--- config.mk ---
export PLATFORM = sky130hd
export DESIGN_NAME = burst_col_gen
export DESIGN_NICKNAME = d
export VERILOG_FILES = /design/src/rtl/burst_col_pkg.sv /design/src/rtl/burst_col_ctrl.sv /design/src/rtl/burst_col_dp.sv /design/src/rtl/burst_col_gen.sv
export SDC_FILE = /design/constraint.sdc
export NUM_CORES = 1
export LEC_CHECK = 0
export ABC_AREA = 1
export ABC_CLOCK_PERIOD_IN_PS = 3800
export CAP_MARGIN = 25
export CORE_MARGIN = 3
export CORE_UTILIZATION = 36
export CTS_BUF_LIST = sky130_fd_sc_hd__clkbuf_4 sky130_fd_sc_hd__clkbuf_8 sky130_fd_sc_hd__clkbuf_16
export DETAILED_ROUTE_END_ITERATION = 6
export DONT_BUFFER_PORTS = 1
export GPL_TIMING_DRIVEN = 0
export HOLD_SLACK_MARGIN = 0.1
export PLACE_DENSITY_LB_ADDON = 0.1
export SETUP_SLACK_MARGIN = 0.5
export SLEW_MARGIN = 20
export SYNTH_ARGS = -nofsm -noshare
export SYNTH_HDL_FRONTEND = slang
export SYNTH_SLANG_ARGS = --single-unit
export TNS_END_PERCENT = 10
--- constraint.sdc ---
create_clock -name clk -period 3.8 [get_ports clk]
set_input_delay 0.19 -clock clk [delete_from_list [all_inputs] [get_ports clk]]
set_output_delay 0.19 -clock clk [all_outputs]
set_load 0.1 [all_outputs]
--- src/rtl/burst_col_pkg.sv ---
package burst_col_pkg;

  // Strobes from the sequencing control to the address datapath
  typedef struct packed {
    logic load;     // capture configuration, beat index to zero
    logic advance;  // step to the next beat
    logic active;   // a beat is being shown
  } colStrobe_t;

  localparam logic [2:0] LEN_ONE   = 3'b000;
  localparam logic [2:0] LEN_TWO   = 3'b001;
  localparam logic [2:0] LEN_FOUR  = 3'b010;
  localparam logic [2:0] LEN_EIGHT = 3'b011;
  localparam logic [2:0] LEN_PAGE  = 3'b111;

  // Number of low column bits that take part in the wrap; reserved codes give 0
  function automatic logic [1:0] lenBits(input logic [2:0] code);
    case (code)
      LEN_TWO:   lenBits = 2'd1;
      LEN_FOUR:  lenBits = 2'd2;
      LEN_EIGHT: lenBits = 2'd3;
      default:   lenBits = 2'd0;
    endcase
  endfunction

  function automatic logic isPageLen(input logic [2:0] code);
    isPageLen = (code == LEN_PAGE);
  endfunction

endpackage

--- src/rtl/burst_col_ctrl.sv ---
module burst_col_ctrl
  import burst_col_pkg::*;
(
  input  logic       clk,
  input  logic       rstN,
  input  logic       startIn,
  input  logic       stopIn,
  input  logic       atLast,
  output colStrobe_t strobe,
  output logic       colValid,
  output logic       lastBeat
);

  typedef enum logic {ST_IDLE, ST_RUN} ctrlState_t;

  ctrlState_t state, stateNext;
  logic       running;

  assign running = (state == ST_RUN);

  // Start has priority; otherwise stop or the last beat end the burst
  always_comb begin
    stateNext = state;
    if (startIn)
      stateNext = ST_RUN;
    else if (running && (stopIn || atLast))
      stateNext = ST_IDLE;
  end

  always_ff @(posedge clk or negedge rstN) begin
    if (!rstN) state <= ST_IDLE;
    else       state <= stateNext;
  end

  always_comb begin
    strobe.load    = startIn;
    strobe.advance = running && !startIn && !stopIn && !atLast;
    strobe.active  = running;
  end

  assign colValid = running;
  assign lastBeat = running && atLast;

endmodule

--- src/rtl/burst_col_dp.sv ---
module burst_col_dp
  import burst_col_pkg::*;
#(
  parameter int COL_W = 9
) (
  input  logic             clk,
  input  logic             rstN,
  input  colStrobe_t       strobe,
  input  logic [COL_W-1:0] startCol,
  input  logic [2:0]       lenCode,
  input  logic             interleave,
  output logic [COL_W-1:0] colOut,
  output logic             atLast
);

  logic [COL_W-1:0] baseCol;
  logic [COL_W-1:0] beatIdx;
  logic [COL_W-1:0] lowMask;
  logic             ilMode;
  logic             pageMode;

  logic [COL_W-1:0] maskNext;
  logic [1:0]       bitsNext;
  logic             pageNext;

  assign bitsNext = lenBits(lenCode);
  assign pageNext = isPageLen(lenCode);

  // One mask bit per column bit: set when that bit wraps within the burst
  for (genvar i = 0; i < COL_W; i++) begin : g_mask
    assign maskNext[i] = pageNext || (i < int'(bitsNext));
  end

  always_ff @(posedge clk or negedge rstN) begin
    if (!rstN) begin
      baseCol  <= '0;
      beatIdx  <= '0;
      lowMask  <= '0;
      ilMode   <= 1'b0;
      pageMode <= 1'b0;
    end else if (strobe.load) begin
      baseCol  <= startCol;
      beatIdx  <= '0;
      lowMask  <= maskNext;
      ilMode   <= interleave && !pageNext;
      pageMode <= pageNext;
    end else if (strobe.advance) begin
      beatIdx  <= beatIdx + 1'b1;
    end
  end

  logic [COL_W-1:0] seqLow;
  logic [COL_W-1:0] xorLow;
  logic [COL_W-1:0] rawCol;

  always_comb begin
    seqLow = (baseCol + beatIdx) & lowMask;
    xorLow = (baseCol ^ beatIdx) & lowMask;
    rawCol = (baseCol & ~lowMask) | (ilMode ? xorLow : seqLow);
  end

  assign colOut = strobe.active ? rawCol : '0;
  assign atLast = !pageMode && (beatIdx == lowMask);

endmodule

--- src/rtl/burst_col_gen.sv ---
module burst_col_gen
  import burst_col_pkg::*;
#(
  parameter int COL_W = 9
) (
  input  logic             clk,
  input  logic             rstN,
  input  logic             startIn,
  input  logic [COL_W-1:0] startCol,
  input  logic [2:0]       lenCode,
  input  logic             interleave,
  input  logic             stopIn,
  output logic [COL_W-1:0] colOut,
  output logic             colValid,
  output logic             lastBeat
);

  colStrobe_t strobe;
  logic       atLast;

  burst_col_ctrl u_ctrl (
    .clk      (clk),
    .rstN     (rstN),
    .startIn  (startIn),
    .stopIn   (stopIn),
    .atLast   (atLast),
    .strobe   (strobe),
    .colValid (colValid),
    .lastBeat (lastBeat)
  );

  burst_col_dp #(.COL_W(COL_W)) u_dp (
    .clk        (clk),
    .rstN       (rstN),
    .strobe     (strobe),
    .startCol   (startCol),
    .lenCode    (lenCode),
    .interleave (interleave),
    .colOut     (colOut),
    .atLast     (atLast)
  );

endmodule

Yosys cells after proc, flatten, opt, wreduce, memory -nomap -nowiden
Index checks and enable logic that the tools add are counted.

Flip-flop bits (word level): 25. Output and inout port bits: 11. Logic and storage cells: 47.

Magnitude comparators: 3. Reductions and logical operators: 18. Add/sub/neg operators: 2. Muxes and demuxes: 7. Equality and inequality tests: 5. Bitwise logic cells: 6.

Operators with widths (number): $mux W9 (4); $and A9 B9 Y9 (3); $add A9 B1 Y9 const B (1); $add A9 B9 Y9 (1); $eq A9 B9 Y1 (1); $not A9 Y9 (1); $or A9 B9 Y9 (1); $xor A9 B9 Y9 (1); $logic_and A1 B1 Y1 (7); $eq A3 B2 Y1 const B (2); $pmux W2 S3 (1); $logic_not A1 Y1 (5); $logic_or A1 B1 Y1 (4); $lt A1 B2 Y1 const A (2); $reduce_bool A2 Y1 (2); $eq A3 B1 Y1 const B (1); $eq A3 B3 Y1 const B (1); $lt A2 B2 Y1 const A (1); $mux W1 (2).

Logic depth before layout (Yosys ltp)
Word-level depth: 6. Gate-level depth with buffers: 12. Gate-level depth less buffers: 12.

Modules after synthesis
From an unflattened synthesis, not the netlist that was laid out.

Cells, all modules: 236. Area, all modules: 1652.8 um2.

Modules (own cells, without submodules): burst_col_dp (cells each 224, instances 1, area an instance 1579.0 um2); burst_col_ctrl (cells each 12, instances 1, area an instance 73.8 um2).

Worst setup path after synthesis
OpenSTA, ideal clock, no wires.

Kind: register -> output. Start point: reg u_ctrl.state, in the netlist u_ctrl.colValid. End point: out colOut[1]. Arrival: 3.487 ns. Data required time: 3.610 ns. Stages on the path, launching flop included: 3. Setup slack: 0.123 ns. Buffers on the path: 0. Cell sequence: dfrtp_1 -> inv_1 -> a221oi_1.

Word-level cells in the longest chain between the ends: 1.

Ends and longest elaborated chain: start: declaration (line burst_col_ctrl.sv:16) `ctrlState_t state, stateNext;`; start signal: assignment (line burst_col_ctrl.sv:32) `else state <= stateNext;`; $mux W9 (line burst_col_dp.sv:62) `assign colOut = strobe.active ? rawCol : '0;`; end: declaration (line burst_col_gen.sv:13) `output logic [COL_W-1:0] colOut,`.

Every way passes these cells.

Worst setup path after layout
Start point: reg u_dp.beatIdx[0]. End point: out colOut[6].

Word-level cells in the longest chain between the ends: 5.

Ends and longest elaborated chain: start: declaration (line burst_col_dp.sv:17) `logic [COL_W-1:0] beatIdx;`; start signal: assignment (line burst_col_dp.sv:48) `beatIdx <= beatIdx + 1'b1;`; $add A9 B9 Y9 (line burst_col_dp.sv:57) `seqLow = (baseCol + beatIdx) & lowMask;`; $and A9 B9 Y9 (line burst_col_dp.sv:57); $mux W9 (line burst_col_dp.sv:59) `rawCol = (baseCol & ~lowMask) | (ilMode ? xorLow : seqLow);`; $or A9 B9 Y9 (line burst_col_dp.sv:59); $mux W9 (line burst_col_dp.sv:62).

Every way passes these cells.

==> impl_results.md <==
- End of the worst register-to-register path: u_dp.beatIdx[6]$_DFFE_PN0P_
- Cells taking the most area after synthesis: sky130_fd_sc_hd__dfrtp_1 (35%), sky130_fd_sc_hd__nand2_1 (17%), sky130_fd_sc_hd__ha_1 (6.6%)
- Total number of placement rows: 24
- Via count: 1616
- Post-detailed-routing wire length: 4540 um
- TritonCTS clock tree: done
- ANT nets after route: 0
- Number of buffers inserted by post-CTS setup repair: 0
- Setup tns final: 0 ns
- Total grt overflow: 0
- DRC: 0
- Overall Global Routing Usage: 18.1%
- Core outline area: 0.00447 mm2
- Via count normalized by instance count: 5.07
- Post-DP HPWL: 3350 um
- Run status: finished clean
- Final Cycle Share: 75.0%
- Final critical-path required period: 2.85 ns
- Synth warn: 0
- Power density over the cells: 376 mW/mm2
- Number of CTS-inserted buffers: 3
- Share of layout cells above drive strength 1: 7.87%
- Startpoint of the most critical setup path: u_dp.beatIdx[0]$_DFFE_PN0P_
- Arrival time reported for the critical path endpoint: 2.66 ns
- Clock tree root buffer cell: sky130_fd_sc_hd__clkbuf_8
- Static Leak: 1.08 nW
- Crit path kind: flip-flop to output port
- Register-to-register path setup slack: 2.18 ns
- Antenna violations before repair: 0
- Number of enable-type register cells in the synthesized netlist: 0
- Endpoint required time on the critical path: 3.61 ns
- Post-synth design cell area: 0.00171 mm2
- Final estimated routing congestion in global placement: 0.799
- Chip Width: 74.9 um
- Insertion delay to the later sink of the worst-skew pair: 0.27 ns
- Setup clock skew after layout: 0.0143 ns
- Layout area overhead: 22.8%
- Top-count cell post-synth: sky130_fd_sc_hd__nand2_1
- Worst-margin pin slew: 1.07 ns
- Type of the worst min-delay path: input pin to flip-flop
- Number of search-and-repair iterations in the first detailed-routing pass: 4
- Clock-pin slew reported for the worst setup and hold paths after clock tree synthesis: 0.10 ns
- Critical Path End: colOut[6]
- Highest achievable clock rate: 351 MHz
- Net Count, Synth: 273
- 1st-iter DRT viols: 56
- Post-synth ARST share: 100%
- Maximum number of buffers from clock root to sink: 2
- Final-report setup violation count: 0
- Crit Reg-Reg Startpoint: u_ctrl.colValid$_DFFE_PN0P_
- Final-layout worst hold slack: 0.142 ns
- Final-stage net count: 295
- IR drop worst, VDD: 125 uV
- Logic depth of the worst register-to-register path: 6
- Initial Util: 38.2%
- Inserted Diodes: 0
- Maximum number of pins on one net before global-route repair: 25
- Ys flop type: sky130_fd_sc_hd__dfrtp_1
- Portion of the post-synthesis area used by sequential elements: 35.1%
- Number of pins exceeding their max-slew limit in the final report: 0
- Post-synthesis instance total: 246
- Total I/O pin count: 28
- Relative slew margins: 28.6%
- Detail-routed net length per standard cell: 14.2 um
- Area share of the largest cell type after synthesis: 35.1%
- Per-instance average area after synthesis: 6.95 um2
- Storage cell area: 601 um2
- Die Area: 0.00561 mm2
- Peak fanout along the critical path: 5
- Total number of H-tree levels: 1
- # clock sinks: 24
- Launching element type of the critical path: flip-flop
- Max-cap check violation count: 0
- Die height: 74.9 um
- Critical path capture point type: output port
- Flops & latches, synth: 24
- Unrepaired setup endpoints after global routing: no
- Number of fill cells: 459
- Port Buffers: 0
- Yosys cell types: 28
- Leading post-synthesis cells by instance count: sky130_fd_sc_hd__nand2_1 (79), sky130_fd_sc_hd__inv_1 (29), sky130_fd_sc_hd__nor2_1 (27)
- Final Hold Vio Count: 0
- First-pass GRT wire length: 7790 um
- Dominant cell type by area after synthesis: sky130_fd_sc_hd__dfrtp_1
- Total area of multi-input combinational cells: 0.00103 mm2
- Vias in the first global route: 1629
## repair_timing
action                                 in CTS  in global routing
resized for setup                           0                  1
setup endpoints to repair                   0                  1
endpoints found under the hold margin      36                  0
hold buffers                               15                  0
## cells in the final DEF (no fill, tap or decap)
cell type / n
sky130_fd_sc_hd__nand2_1: 79
sky130_fd_sc_hd__inv_1: 29
sky130_fd_sc_hd__dfrtp_1: 24
sky130_fd_sc_hd__nand3_1: 22
sky130_fd_sc_hd__nor2_1: 22
sky130_fd_sc_hd__dlygate4sd3_1: 14
sky130_fd_sc_hd__o21ai_0: 11
sky130_fd_sc_hd__a21oi_1: 10
sky130_fd_sc_hd__ha_1: 9
sky130_fd_sc_hd__clkbuf_1: 5
sky130_fd_sc_hd__nor2_2: 4
sky130_fd_sc_hd__nand4_1: 4
sky130_fd_sc_hd__xnor2_1: 3
sky130_fd_sc_hd__xor2_1: 3
sky130_fd_sc_hd__clkbuf_8: 3
sky130_fd_sc_hd__nand2_4: 2
sky130_fd_sc_hd__nor3b_1: 2
sky130_fd_sc_hd__a22oi_1: 2
sky130_fd_sc_hd__o21bai_1: 1
sky130_fd_sc_hd__a21o_1: 1
sky130_fd_sc_hd__a31oi_4: 1
sky130_fd_sc_hd__a221oi_4: 1
sky130_fd_sc_hd__a21oi_4: 1
sky130_fd_sc_hd__nor4_4: 1
sky130_fd_sc_hd__inv_2: 1
sky130_fd_sc_hd__nor3_2: 1
sky130_fd_sc_hd__nand4_2: 1
sky130_fd_sc_hd__nor2_4: 1
sky130_fd_sc_hd__buf_2: 1
sky130_fd_sc_hd__o21a_1: 1
sky130_fd_sc_hd__o22ai_1: 1
sky130_fd_sc_hd__nor3_1: 1
sky130_fd_sc_hd__fa_1: 1
sky130_fd_sc_hd__bufinv_16: 1
sky130_fd_sc_hd__buf_12: 1
sky130_fd_sc_hd__buf_1: 1
sky130_fd_sc_hd__buf_16: 1
## through the flow
step | total power, mW | utilization, % | instances | setup slack (ns) | instance area, um2
6_report | 0.789 | 46.9 | 319 | 0.951 | 2100
5_1_grt | 0.829 | 46.9 | 319 | 0.734 | 2100
4_1_cts | 0.798 | 46.8 | 319 | 0.675 | 2090
3_5_place_dp | 0.545 | 41.6 | 300 | 1.01 | 1860
3_3_place_gp | 0.523 | 39.8 | 298 | 0.544 | 1780
2_1_floorplan | 0.493 | - | 246 | 0.784 | 1720
## final cells by class
type,count,share of cell area (%)
Tap cell,52,3.10
Buffer,6,1.13
Inverter,30,5.36
Sequential cell,24,28.6
Multi-Input combinational cell,186,49.3
Clock buffer,3,1.97
Timing Repair Buffer,17,9.12
Clock inverter,1,1.43
## metal layers
metal  share of wire [%]  up-vias  GRT usage [%]
li1                    -      834              -
met1                  52      761           26.1
met2                  46       19           29.5
met3                 2.1        2           2.14
met4                0.57        0           3.56
met5                   0        -              0
## worst min-delay path by stage
stage | start | to | slack, ns | cells past startpoint
6_report | lenCode[2] | u_dp.lowMask[0]$_DFFE_PN0P_ | 0.14 | 3
5_1_grt | lenCode[2] | u_dp.lowMask[0]$_DFFE_PN0P_ | 0.17 | 3
4_1_cts | lenCode[2] | u_dp.lowMask[0]$_DFFE_PN0P_ | 0.13 | 3
3_5_place_dp | rstN | u_dp.baseCol[2]$_DFFE_PN0P_ | -0.10 | 0
3_3_place_gp | rstN | u_dp.baseCol[2]$_DFFE_PN0P_ | -0.10 | 0
2_1_floorplan | rstN | u_ctrl.colValid$_DFFE_PN0P_ | -0.11 | 0
## cells by family after synthesis
logic type / synth area share (%)
AOI/OAI and AO/OA: 9.88
xor gates and xnor gates: 3.07
adders and majority gates: 7.75
buffers and inverters: 7.97
DFF: 35.1
and+or+nand+nor: 36.2
## state kept, by name, indices dropped and copies added (netlist names)
signal           flops
u_dp.pageMode        1
u_dp.lowMask         3
u_dp.baseCol         9
u_ctrl.colValid      1
u_dp.ilMode          1
u_dp.beatIdx         9
## worst max-delay path: stages, from the launching register on
cell	delay (ns)
sky130_fd_sc_hd__dfrtp_1	0.44
sky130_fd_sc_hd__ha_1	0.26
sky130_fd_sc_hd__fa_1	0.40
sky130_fd_sc_hd__nand3_1	0.11
sky130_fd_sc_hd__nand3_1	0.15
sky130_fd_sc_hd__nand2_1	0.10
sky130_fd_sc_hd__nand2_1	0.05
sky130_fd_sc_hd__nand2_1	0.08
sky130_fd_sc_hd__nand2_1	0.06
sky130_fd_sc_hd__nand2_1	0.05
sky130_fd_sc_hd__o21ai_0	0.08
sky130_fd_sc_hd__inv_1	0.61
## report_power, final
part	switching, mW	total [mW]	internal (mW)
clock network	0.0900	0.231	0.141
logic	0.204	0.267	0.0627
registers	0.0198	0.292	0.272
total	0.314	0.789	0.476
(Power assumes the default switching activity.)
